==> config.mk <==
export PLATFORM = sky130hd
export DESIGN_NAME = dac_byte_loader
export DESIGN_NICKNAME = d
export VERILOG_FILES = /design/src/rtl/dbl_pkg.sv /design/src/rtl/dbl_sync.sv /design/src/rtl/dbl_input_reg.sv /design/src/rtl/dbl_dac_reg.sv /design/src/rtl/dac_byte_loader.sv
export SDC_FILE = /design/constraint.sdc
export NUM_CORES = 1
export LEC_CHECK = 0
export ABC_AREA = 1
export ABC_CLOCK_PERIOD_IN_PS = 1400
export CAP_MARGIN = 25
export CORE_MARGIN = 8
export CORE_UTILIZATION = 25
export CTS_CLUSTER_SIZE = 24
export DETAILED_ROUTE_END_ITERATION = 10
export PLACE_DENSITY = 0.54
export SYNTH_ARGS = -nofsm -noshare
export SYNTH_HDL_FRONTEND = slang
export SYNTH_SLANG_ARGS = --single-unit
==> constraint.sdc <==
create_clock -name clk -period 1.4 [get_ports clk]
set_input_delay 0.42 -clock clk [delete_from_list [all_inputs] [get_ports clk]]
set_output_delay 0.42 -clock clk [all_outputs]
set_load 0.02 [all_outputs]
==> src/rtl/dbl_pkg.sv <==
package dbl_pkg;

   // Synchronized control bundle, all active low.
   typedef struct packed {
      logic lo_n;
      logic hi_n;
      logic wr_n;
      logic ld_n;
      logic clr_n;
   } dbl_ctrl_t;

   localparam int unsigned CTRL_W = $bits(dbl_ctrl_t);

   // Idle value of the control bundle: every strobe inactive.
   localparam dbl_ctrl_t CTRL_IDLE = '{lo_n: 1'b1, hi_n: 1'b1, wr_n: 1'b1,
                                       ld_n: 1'b1, clr_n: 1'b1};

endpackage

==> src/rtl/dbl_sync.sv <==
module dbl_sync #(
   parameter int unsigned W      = 1,
   parameter int unsigned STAGES = 2,
   parameter logic [W-1:0] RST_VAL = '0
) (
   input  logic         clk,
   input  logic         rst_n,
   input  logic [W-1:0] d,
   output logic [W-1:0] q
);

   logic [W-1:0] stg [STAGES];

   generate
      if (STAGES < 1) begin : g_bad
         $error("dbl_sync: STAGES must be at least 1");
      end
      for (genvar i = 0; i < STAGES; i++) begin : g_stage
         if (i == 0) begin : g_first
            always_ff @(posedge clk or negedge rst_n) begin
               if (!rst_n) stg[0] <= RST_VAL;
               else        stg[0] <= d;
            end
         end else begin : g_next
            always_ff @(posedge clk or negedge rst_n) begin
               if (!rst_n) stg[i] <= RST_VAL;
               else        stg[i] <= stg[i-1];
            end
         end
      end
   endgenerate

   assign q = stg[STAGES-1];

endmodule

==> src/rtl/dbl_input_reg.sv <==
module dbl_input_reg
   import dbl_pkg::*;
#(
   parameter int unsigned BUS_W = 8,
   parameter int unsigned HI_W  = 4,
   localparam int unsigned CODE_W = BUS_W + HI_W
) (
   input  logic              clk,
   input  logic              rst_n,
   input  dbl_ctrl_t         ctl,
   input  logic [BUS_W-1:0]  data,
   output logic [CODE_W-1:0] word_q,
   output logic [CODE_W-1:0] word_nxt
);

   logic             lo_open;
   logic             hi_open;
   logic [BUS_W-1:0] lo_q, lo_nxt;
   logic [HI_W-1:0]  hi_q, hi_nxt;

   assign lo_open = !ctl.lo_n && !ctl.wr_n;
   assign hi_open = !ctl.hi_n && !ctl.wr_n;

   // Transparent-while-open: next value tracks the bus, else holds.
   always_comb begin
      lo_nxt = lo_open ? data : lo_q;
      hi_nxt = hi_open ? data[HI_W-1:0] : hi_q;
   end

   always_ff @(posedge clk or negedge rst_n) begin
      if (!rst_n) begin
         lo_q <= '0;
         hi_q <= '0;
      end else begin
         lo_q <= lo_nxt;
         hi_q <= hi_nxt;
      end
   end

   assign word_q   = {hi_q, lo_q};
   assign word_nxt = {hi_nxt, lo_nxt};

endmodule

==> src/rtl/dbl_dac_reg.sv <==
module dbl_dac_reg
   import dbl_pkg::*;
#(
   parameter int unsigned CODE_W = 12
) (
   input  logic              clk,
   input  logic              rst_n,
   input  dbl_ctrl_t         ctl,
   input  logic [CODE_W-1:0] word_nxt,
   output logic [CODE_W-1:0] code_q,
   output logic              chg_q
);

   logic [CODE_W-1:0] code_nxt;

   // Clear wins over load; load passes the input register through
   // including a value written in this same cycle.
   always_comb begin
      if (!ctl.clr_n)     code_nxt = '0;
      else if (!ctl.ld_n) code_nxt = word_nxt;
      else                code_nxt = code_q;
   end

   always_ff @(posedge clk or negedge rst_n) begin
      if (!rst_n) begin
         code_q <= '0;
         chg_q  <= 1'b0;
      end else begin
         code_q <= code_nxt;
         chg_q  <= (code_nxt != code_q);
      end
   end

endmodule

==> src/rtl/dac_byte_loader.sv <==
module dac_byte_loader
   import dbl_pkg::*;
#(
   parameter int unsigned BUS_W       = 8,
   parameter int unsigned HI_W        = 4,
   parameter int unsigned SYNC_STAGES = 2,
   localparam int unsigned CODE_W     = BUS_W + HI_W
) (
   input  logic              clk,
   input  logic              rst_n,
   input  logic [BUS_W-1:0]  bus_i,
   input  logic              lo_sel_n,
   input  logic              hi_sel_n,
   input  logic              wr_n,
   input  logic              ld_n,
   input  logic              clr_n,
   output logic [CODE_W-1:0] code_o,
   output logic              code_chg_o
);

   generate
      if (SYNC_STAGES < 2) begin : g_chk_sync
         $error("dac_byte_loader: SYNC_STAGES must be at least 2");
      end
      if (HI_W > BUS_W || HI_W < 1) begin : g_chk_hi
         $error("dac_byte_loader: HI_W must be 1..BUS_W");
      end
   endgenerate

   dbl_ctrl_t         ctl_raw, ctl_s;
   logic [BUS_W-1:0]  bus_s;
   logic [CODE_W-1:0] in_word, in_nxt;

   // Names used by the bound checker.
   logic lo_s, hi_s, ld_s, clr_s;

   assign ctl_raw = '{lo_n: lo_sel_n, hi_n: hi_sel_n, wr_n: wr_n,
                      ld_n: ld_n, clr_n: clr_n};

   dbl_sync #(
      .W       (CTRL_W),
      .STAGES  (SYNC_STAGES),
      .RST_VAL (CTRL_IDLE)
   ) u_ctl_sync (
      .clk   (clk),
      .rst_n (rst_n),
      .d     (ctl_raw),
      .q     (ctl_s)
   );

   // Bus delayed by the same depth so data lines up with its strobes.
   dbl_sync #(
      .W       (BUS_W),
      .STAGES  (SYNC_STAGES),
      .RST_VAL ('0)
   ) u_bus_dly (
      .clk   (clk),
      .rst_n (rst_n),
      .d     (bus_i),
      .q     (bus_s)
   );

   dbl_input_reg #(
      .BUS_W (BUS_W),
      .HI_W  (HI_W)
   ) u_in (
      .clk      (clk),
      .rst_n    (rst_n),
      .ctl      (ctl_s),
      .data     (bus_s),
      .word_q   (in_word),
      .word_nxt (in_nxt)
   );

   dbl_dac_reg #(
      .CODE_W (CODE_W)
   ) u_dac (
      .clk      (clk),
      .rst_n    (rst_n),
      .ctl      (ctl_s),
      .word_nxt (in_nxt),
      .code_q   (code_o),
      .chg_q    (code_chg_o)
   );

   assign lo_s  = ctl_s.lo_n;
   assign hi_s  = ctl_s.hi_n;
   assign ld_s  = ctl_s.ld_n;
   assign clr_s = ctl_s.clr_n;

endmodule

==> results by stage, run 1 <==
Clock tree:
- CTS built an H-tree with a depth of 2.
- Clock tree synthesis found a total of 51 sinks.
- The later-pin clock latency in the skew report is 0.31 ns.
- The root buffer selected by CTS is clkbuf_8.
- No sink is reached through more buffers than the 2 on the longest clock path.
- The TritonCTS clock tree is done.
- The number of buffers created by CTS is 5.
- After clock tree synthesis, the clock-pin slew on the worst setup and hold paths is 0.10 ns.
- The post-cts hold buffer count is 0.

Worst setup path:
- The worst setup path is captured at a register.
- For the worst setup path, the data arrival time is 1.66 ns.
- Data on the critical path is required at its endpoint by 1.59 ns.
- The depth of the worst register-to-register path is 9.
- The worst setup path is launched from a register.
- The endpoint identified for the worst register-to-register timing path is u_dac.chg_q.
- The register-to-register setup slack is -0.07 ns.
- The worst setup path is of the register to register kind.
- In this run the critical register-to-register path is launched from u_ctl_sync.q[2].
- The highest fanout seen on the critical path is 4.

Timing:
- For the pin with the worst max-slew slack, the measured transition is 0.3979 ns.
- Between clock sinks in the finished design, the worst skew comes to 0.007327 ns.
- The final max-slew violation count came to 0.
- Setup repair after global routing could not meet its margin everywhere.
- Dividing the final minimum period by the clock period gives 104.7%.
- The fmax is 0.6822 GHz.
- The worst setup slack after layout is -0.06578 ns.
- The worst path in the final design needs a cycle of 1.466 ns, including I/O delays and setup.
- Headroom to the max-slew limit came out at 73.44%.
- The number of setup violations in the final report is 1.
- The final hold violation count is 0.

Run status:
- The run finished, with violations left.
- The final reports fail on setup timing.

Placement:
- The HPWL after detailed placement is 2.833 mm.
- Port buffering added 27 buffers.
- Routability-driven placement finished with a final weighted congestion of 0.7613.
- The placement-stage cell area is 2584 um2.
- The worst slack after detailed placement is -0.07145 ns.

Route:
- For this run, the detailed router's first-pass iteration total came to 4.
- The via-per-instance ratio is 3.845.
- The DRC marker count from the first detailed-route iteration is 56.
- After detailed routing, the average wire length per cell comes to 10.20 um.
- The routed design has 3.745 mm of wire.
- The count of nets left with antenna violations once routing finished came out at 0.
- The detailed router placed 1411 vias in this run.
- For this run, design rule violations remaining after detail routing come to 0.

Synth:
- The main flop type after synthesis is dfrtp_1.
- By area the synthesized netlist is led by dfrtp_1 (51%), nand2_1 (14%), dfstp_2 (13%).
- For this run, the number of Yosys warnings is 0.
- By count the netlist is led by nand2_1 (74), dfrtp_1 (41), inv_1 (26).
- The average footprint of a synthesized cell is 9.802 um2.
- The portion of synthesized cell area occupied by the leading cell type is 51.06%.
- When the netlist entered floorplanning its net count stood at 220.
- Counting flops with a built-in enable in the synthesized netlist gives 0.
- After synthesis the netlist holds a flip-flop and latch count of 51.
- For this run, asynchronously set or reset flops after synthesis account for 100.0%.
- The most used standard cell by instance count after synthesis is nand2_1.
- The cell count after synthesis came out at 205.
- After synthesis, flip-flops and latches occupy 64.13% of the total area.
- The number of library cell types mapped by synthesis is 15.
- The largest area contributor in the netlist is dfrtp_1.
- Summing every instance area after synthesis gives 2009 um2.

Worst hold path:
- The kind of path behind the tightest hold check is input pin to async pin.

Cells and area:
- The finished cells cover 2665 um2.
- In the final layout, the share of cells above drive strength 1 is 31.32%.
- The number of fill cells is 819.
- The layout overhead on the synthesized area is 32.63%.
- The sequential standard cell area is 1289 um2.
- The area of the multi-input gates is 588.1 um2.
- At the end of the flow, the number of nets in the layout was 279.
- 0 antenna diodes ended up in the layout.

Power and ir drop:
- The static leakage is 0.001396 uW.
- The worst voltage drop across the vdd grid is 0.5115 mV.
- The power density over cell area is 1127 nW/um2.

GRT:
- The largest net degree at the start of global routing is 27.
- The number of antenna violations at the first check in global routing is 0.
- The total overflow left after global routing is 0.
- The first global-routing pass estimated 6.803 mm of wire.
- The via count of the first global-routing pass came to 1489.
- Global routing used 7.517% of the available tracks across all layers.

Floorplan:
- In this run the standard cell core region covers 7767 um2.
- The die is 105.7 um tall.
- The number of rows in the core area is 32.
- The horizontal extent of the die is 105.7 um.
- The initial core utilization is 25.87%.
- For this design the top-level I/O count stands at 28.
- The die covers 11160 um2.

Flow run:
- The max capacitance violation total is 0.
sequential cells by signal, summed over array words and instances (netlist names):
register / flops
u_dac.code_q: 12
u_bus_dly.q: 8
u_bus_dly.stg: 8
u_in.lo_q: 8
u_ctl_sync.q: 5
u_ctl_sync.stg: 5
u_in.hi_q: 4
u_dac.chg_q: 1
power breakdown:
group / switching (uW) / leakage (uW) / internal, uW
logic: 271 / 0.000743 / 219
clock network: 512 / 0.0000463 / 367
registers: 43.2 / 0.000606 / 1590
routing by layer:
| metal | wire [um] | vias up | global-route usage, % |
|---|---|---|---|
| li1 | - | 747 | - |
| met1 | 1784 | 630 | 9.631 |
| met2 | 1705 | 30 | 11.53 |
| met3 | 211 | 4 | 2.497 |
| met5 | 0 | - | 0 |
| met4 | 43 | 0 | 2.714 |
per-stage QoR:
step	cells	hold WS (ns)	power (uW)	TNS (ns)	utilization (%)
after floorplan	205	0.1244	1916	0	-
after global placement	359	0.3325	2165	-0.04055	33.26
after detailed placement	359	0.3355	2175	-0.07674	33.26
after CTS	367	0.1121	3063	-0.07993	34.76
after global routing	367	0.1247	3189	-0.2173	34.31
final	367	0.09806	3004	-0.06578	34.31
critical path, cell delays in order (launching register included):
cell and delay (ns):
dfstp_2 0.59, nor2_2 0.07, nand2_1 0.08, nand3_1 0.14
nand2_1 0.11, nand2_1 0.05, nand2_1 0.05, nand3_1 0.06
nor2_1 0.11, nand3_1 0.09
repair_timing:
| action | CTS | global route |
|---|---|---|
| gates resized for setup | 44 | 9 |
| pin swaps | 1 | 0 |
| setup buffers | 0 | 0 |
| setup endpoints to repair | 14 | 8 |
final cells by class:
class | count | share of cell area [%]
sequential | 51 | 48.36
multi-input combinational | 120 | 22.07
timing repair buffer | 55 | 16.81
tap | 102 | 4.789
inverter | 31 | 4.366
clock buffer | 5 | 2.582
clock inverter | 3 | 1.033
logic make-up (layout without fill, tap and decap cells):
group / count (synthesis) / count (layout) / share of synthesized area (%)
and+or+nand+nor: 108 / 108 / 25.03
buffers and inverters: 34 / 94 / 7.845
DFF: 51 / 51 / 64.13
AOI/OAI and AO/OA: 12 / 12 / 2.989
cell usage in the layout (no fill, tap or decap), types with 2 or more instances in the layout:
cell type,Yosys,routed
clkdlybuf4s15_2,0,4
inv_2,4,4
dfstp_2,10,10
nand2_2,2,3
buf_2,0,9
nand3_2,6,9
nor2_1,3,3
a21oi_2,0,2
a21oi_1,12,10
inv_1,26,26
clkdlybuf4s50_1,0,13
dfrtp_1,41,41
nand3_1,18,15
buf_4,0,27
clkbuf_8,3,5
nand2_4,3,3
nand2_1,74,73
worst max path at each step:
stage                    start           to  depth (start not counted)
2_1_floorplan  u_ctl_sync.q[0]  u_dac.chg_q                         10
3_3_place_gp   u_ctl_sync.q[0]  u_dac.chg_q                          9
3_5_place_dp   u_ctl_sync.q[2]  u_dac.chg_q                          9
4_1_cts        u_ctl_sync.q[0]  u_dac.chg_q                          9
5_1_grt        u_ctl_sync.q[0]  u_dac.chg_q                          9
6_report       u_ctl_sync.q[2]  u_dac.chg_q                          9
(Power assumes the default switching activity.)
==> run 2: changes to the inputs <==
CTS_BUF_LIST = sky130_fd_sc_hd__clkbuf_8 sky130_fd_sc_hd__clkbuf_16   (was default)
SYNTH_HIERARCHICAL = 1   (was default)
==> results by stage, run 2 <==
Run status:
- The run finished, with violations left.
- The checks that failed: setup timing.

Route:
- The DRC marker count from the first detailed-route iteration was 52 (-7.1%).
- The DRC violation count after routing is 0 (unchanged).
- The number of antenna-violating nets in the routed design is 0 (unchanged).
- The via-per-instance ratio is 4.013 (+4.4%).
- The number of vias after detailed routing is 1565 (+11%).
- The routed wirelength normalized by instance count is 10.93 um (+7.1%).
- The number of optimization iterations in the first detailed-route pass is 4 (unchanged).
- The total wire length was 4.262 mm (+14%).

Floorplan:
- The number of rows in the core area is 33 (+3.1%).
- The full die area is 11590 um2 (+3.8%).
- The die boundary height came to 107.6 um (+1.9%).
- The number of I/O pins is 28 (unchanged).
- The total core area was 8175 um2 (+5.3%).
- The initial core utilization is 25.68% (-0.19 points).
- The horizontal extent of the die is 107.6 um (+1.9%).

Clock tree:
- The total number of H-tree levels came to 2 (unchanged).
- The number of sinks driven by the clock tree is 51 (unchanged).
- TritonCTS built the clock tree.
- The number of buffers created by CTS is 5 (unchanged).
- The clock-pin slew on the worst setup and hold paths is 0.09 ns (about the same).
- The number of buffers on the longest clock path is 2 (unchanged).
- The root buffer selected by CTS is clkbuf_8.
- The post-cts hold buffer count came to 0 (unchanged).
- The later-pin clock latency in the skew report is 0.29 ns (-0.02 ns).

Synth:
- The largest area contributor in the netlist is dfrtp_1.
- The sequential element share of the synthesized area came to 61.38% (-2.8 points).
- The number of flops mapped to enable cells by yosys came to 0 (unchanged).
- The total standard cell area after synthesis is 2100 um2 (+4.5%).
- The portion of synthesized cell area occupied by the leading cell type is 48.87% (-2.2 points).
- The average footprint of a synthesized cell is 9.415 um2 (-4.0%).
- The number of synthesized register bits is 51 (unchanged).
- The instance count of the mapped netlist is 223 (+8.8%).
- For this run, the leading register cell type out of synthesis is dfrtp_1.
- The post-synth net total was 238 (+8.2%).
- The synthesis warning total is 6 (+6).
- By count the netlist is led by nand2_1 (71), dfrtp_1 (41), inv_1 (33).
- Sorting the synthesized cells by area gives the leading types as dfrtp_1 (49%), nand2_1 (13%), dfstp_2 (13%).
- The most used standard cell by instance count after synthesis is nand2_1.
- The number of library cell types mapped by synthesis came to 15 (unchanged).
- The async set-reset flop share out of synthesis came to 100.0% (unchanged).

Timing:
- The post-route minimum period was 1.675 ns (+0.2094 ns).
- The fmax is 0.5970 GHz (-12%).
- The final hold violation count is 0 (unchanged).
- The setup skew after layout is 0.005201 ns (-0.002126 ns).
- The number of setup violations in the final report is 3 (+2).
- Setup repair after global routing could not meet its margin everywhere.
- The worst setup slack after layout is -0.2752 ns (-0.2094 ns).
- The final max-slew violation count is 0 (unchanged).
- The part of the cycle the worst path needs is 119.7% (+15 points).
- The transition at the pin with the smallest max-transition slack is 0.2695 ns (-0.1285 ns).
- The worst-case hold slack came to 0.09654 ns (-0.001517 ns).
- The relative max-transition margin is 82.03% (+8.6 points).

Cells and area:
- The final standard cell utilization of the core is 35.54% (+1.2 points).
- The number of diodes added for antenna fixing is 0 (unchanged).
- The flip-flop count of the largest register, all copies and words added was 12 (unchanged).
- The design area is 2905 um2 (+9.0%).
- The fraction of final layout cells sized beyond drive strength 1 came to 38.95% (+7.6 points).
- In the layout the commonest cells are nand2_1 (63), dfrtp_1 (41), buf_4 (34), inv_1 (27), clkdlybuf4s50_1 (13).
- The layout overhead on the synthesized area is 38.38%.
- The register ranked first by flip-flop count is u_dac/code_q.
- The net total in the final layout was 299 (+7.2%).
- The number of fill cells is 826 (+0.85%).
- The library cell used most frequently in the layout, excluding fill and tap cells, is nand2_1.

Placement:
- The placement-stage cell area is 2645 um2 (+2.4%).
- The number of I/O port buffers is 27 (unchanged).
- The final HPWL from detailed placement is 2.969 mm (+4.8%).
- The routability-driven placement congestion ratio is 0.7640 (+0.35%).

GRT:
- The global-route wire length before repair came to 7.169 mm (+5.4%).
- The leftover overflow at the end of global routing was 0 (unchanged).
- The most congested layer reported by global routing is met2.
- The total track usage is 7.654% (+0.14 points).
- The largest net degree at the start of global routing is 52 (+93%).
- The fraction of met2 tracks used by global routing is 12.46% (+0.93 points).
- The via count of the first global-routing pass is 1579 (+6.0%).
- The routing usage on met1 is 9.562% (-0.069 points).
- The number of antenna violations at the first check in global routing is 0 (unchanged).
- The fraction of met3 tracks used by global routing was 2.695% (+0.20 points).

Worst setup path:
- Traced cell by cell, the critical path runs through nor2_4, nand2_2, nand2_2, or2_4, nand3_2, nand2_1, nand2_1, nand2_1, nor2_2, nand3_1.
- The type of the worst setup path is register to register.
- The data required time of the worst path is 1.58 ns (about the same).
- The critical path starts at u_ctl_sync/q[2].
- The critical path endpoint category is a register.
- The depth of the worst register-to-register path is 10 (+1).
- The cell with the biggest individual delay on the critical path is dfstp_2.
- The arrival time of the worst setup path came to 1.86 ns (+0.20 ns).
- The largest stage delay on the critical path is 0.64 ns (+0.05 ns).
- The highest fanout seen on the critical path is 8 (+4).
- The cell that appears most often on the critical path is nand2_1.
- The worst setup path is launched from a register.
- The startpoint identified for the worst register-to-register timing path is u_ctl_sync/q[2].
- The register-to-register setup slack is -0.28 ns (-0.21 ns).
- In this run the critical register-to-register path is captured at u_dac/chg_q.

Worst hold path:
- The kind of path behind the tightest hold check is input pin to async pin.

Flow run:
- The max capacitance violation total is 0 (unchanged).

Power and ir drop:
- The power density over cell area was 1113 nW/um2 (-1.3%).
- The static leakage was 0.001497 uW (+7.2%).
- The worst voltage drop across the vdd grid came to 0.5509 mV (+7.7%).
[run 2: changes by cell type after synthesis, moves of 7 or more]
cell	previous run	this run
inv_1	26	33
nand4_1	0	12
a21oi_1	12	0
o21ai_0	0	12
buf_4	0	14
nand3_1	18	9
or2_1	0	7
[run 2: worst max path at each step]
stage / end / cells past startpoint / slack (ns)
2_1_floorplan: u_dac/chg_q / 11 / -0.08
3_3_place_gp: u_dac/chg_q / 10 / -0.32
3_5_place_dp: u_dac/chg_q / 10 / -0.34
4_1_cts: u_dac/chg_q / 10 / -0.25
5_1_grt: u_dac/chg_q / 10 / -0.41
6_report: u_dac/chg_q / 10 / -0.28
[run 2: where the power goes]
part           switching [uW]  internal [uW]  total (uW)  leakage [uW]
Combinational             305            292         597      0.000835
Sequential               55.7           1590        1650      0.000606
Clock                     463            526         989     0.0000556
[run 2: layout make-up]
cell class	instances	area (um2)	share of cell area, %
Inverter	34	127.6	4.393
Timing Repair Buffer	72	609.3	20.97
Sequential cell	51	1289	44.36
Clock inverter	3	41.29	1.421
Multi-Input combinational cell	120	638.1	21.96
Clock buffer	5	68.82	2.369
Tap cell	105	131.4	4.522
[run 2: routing by layer]
layer	part of all wire [%]	wire length, um
met5	0	0
met4	0.49	21
met3	4.7	200
met2	48	2038
met1	47	2001
[run 2: logic make-up after synthesis]
logic type	synth area share, %
simple gates	23.42
buf+inv	12.34
flops	61.38
compound gates	2.861
[run 2: repair_timing]
item,CTS,global route
resized for setup,39,54
pin swaps,0,22
setup endpoints to repair,20,23
buffers inserted,4,9
[run 2: metrics by stage]
step / setup TNS (ns) / setup WS, ns / instances / total power (uW)
global placement: -0.4614 / -0.3227 / 371 / 2187
floorplan: -0.07850 / -0.07850 / 223 / 1937
CTS: -0.2611 / -0.2456 / 383 / 3197
global route: -1.100 / -0.4126 / 390 / 3420
finish: -0.4478 / -0.2752 / 390 / 3233
detailed placement: -0.5554 / -0.3363 / 371 / 2195
[run 2: critical path, delay by kind of cell (launching register included)]
family           cells  cell delay (ns)
AND/OR/NAND/NOR     10             0.93
flip-flops           1             0.64
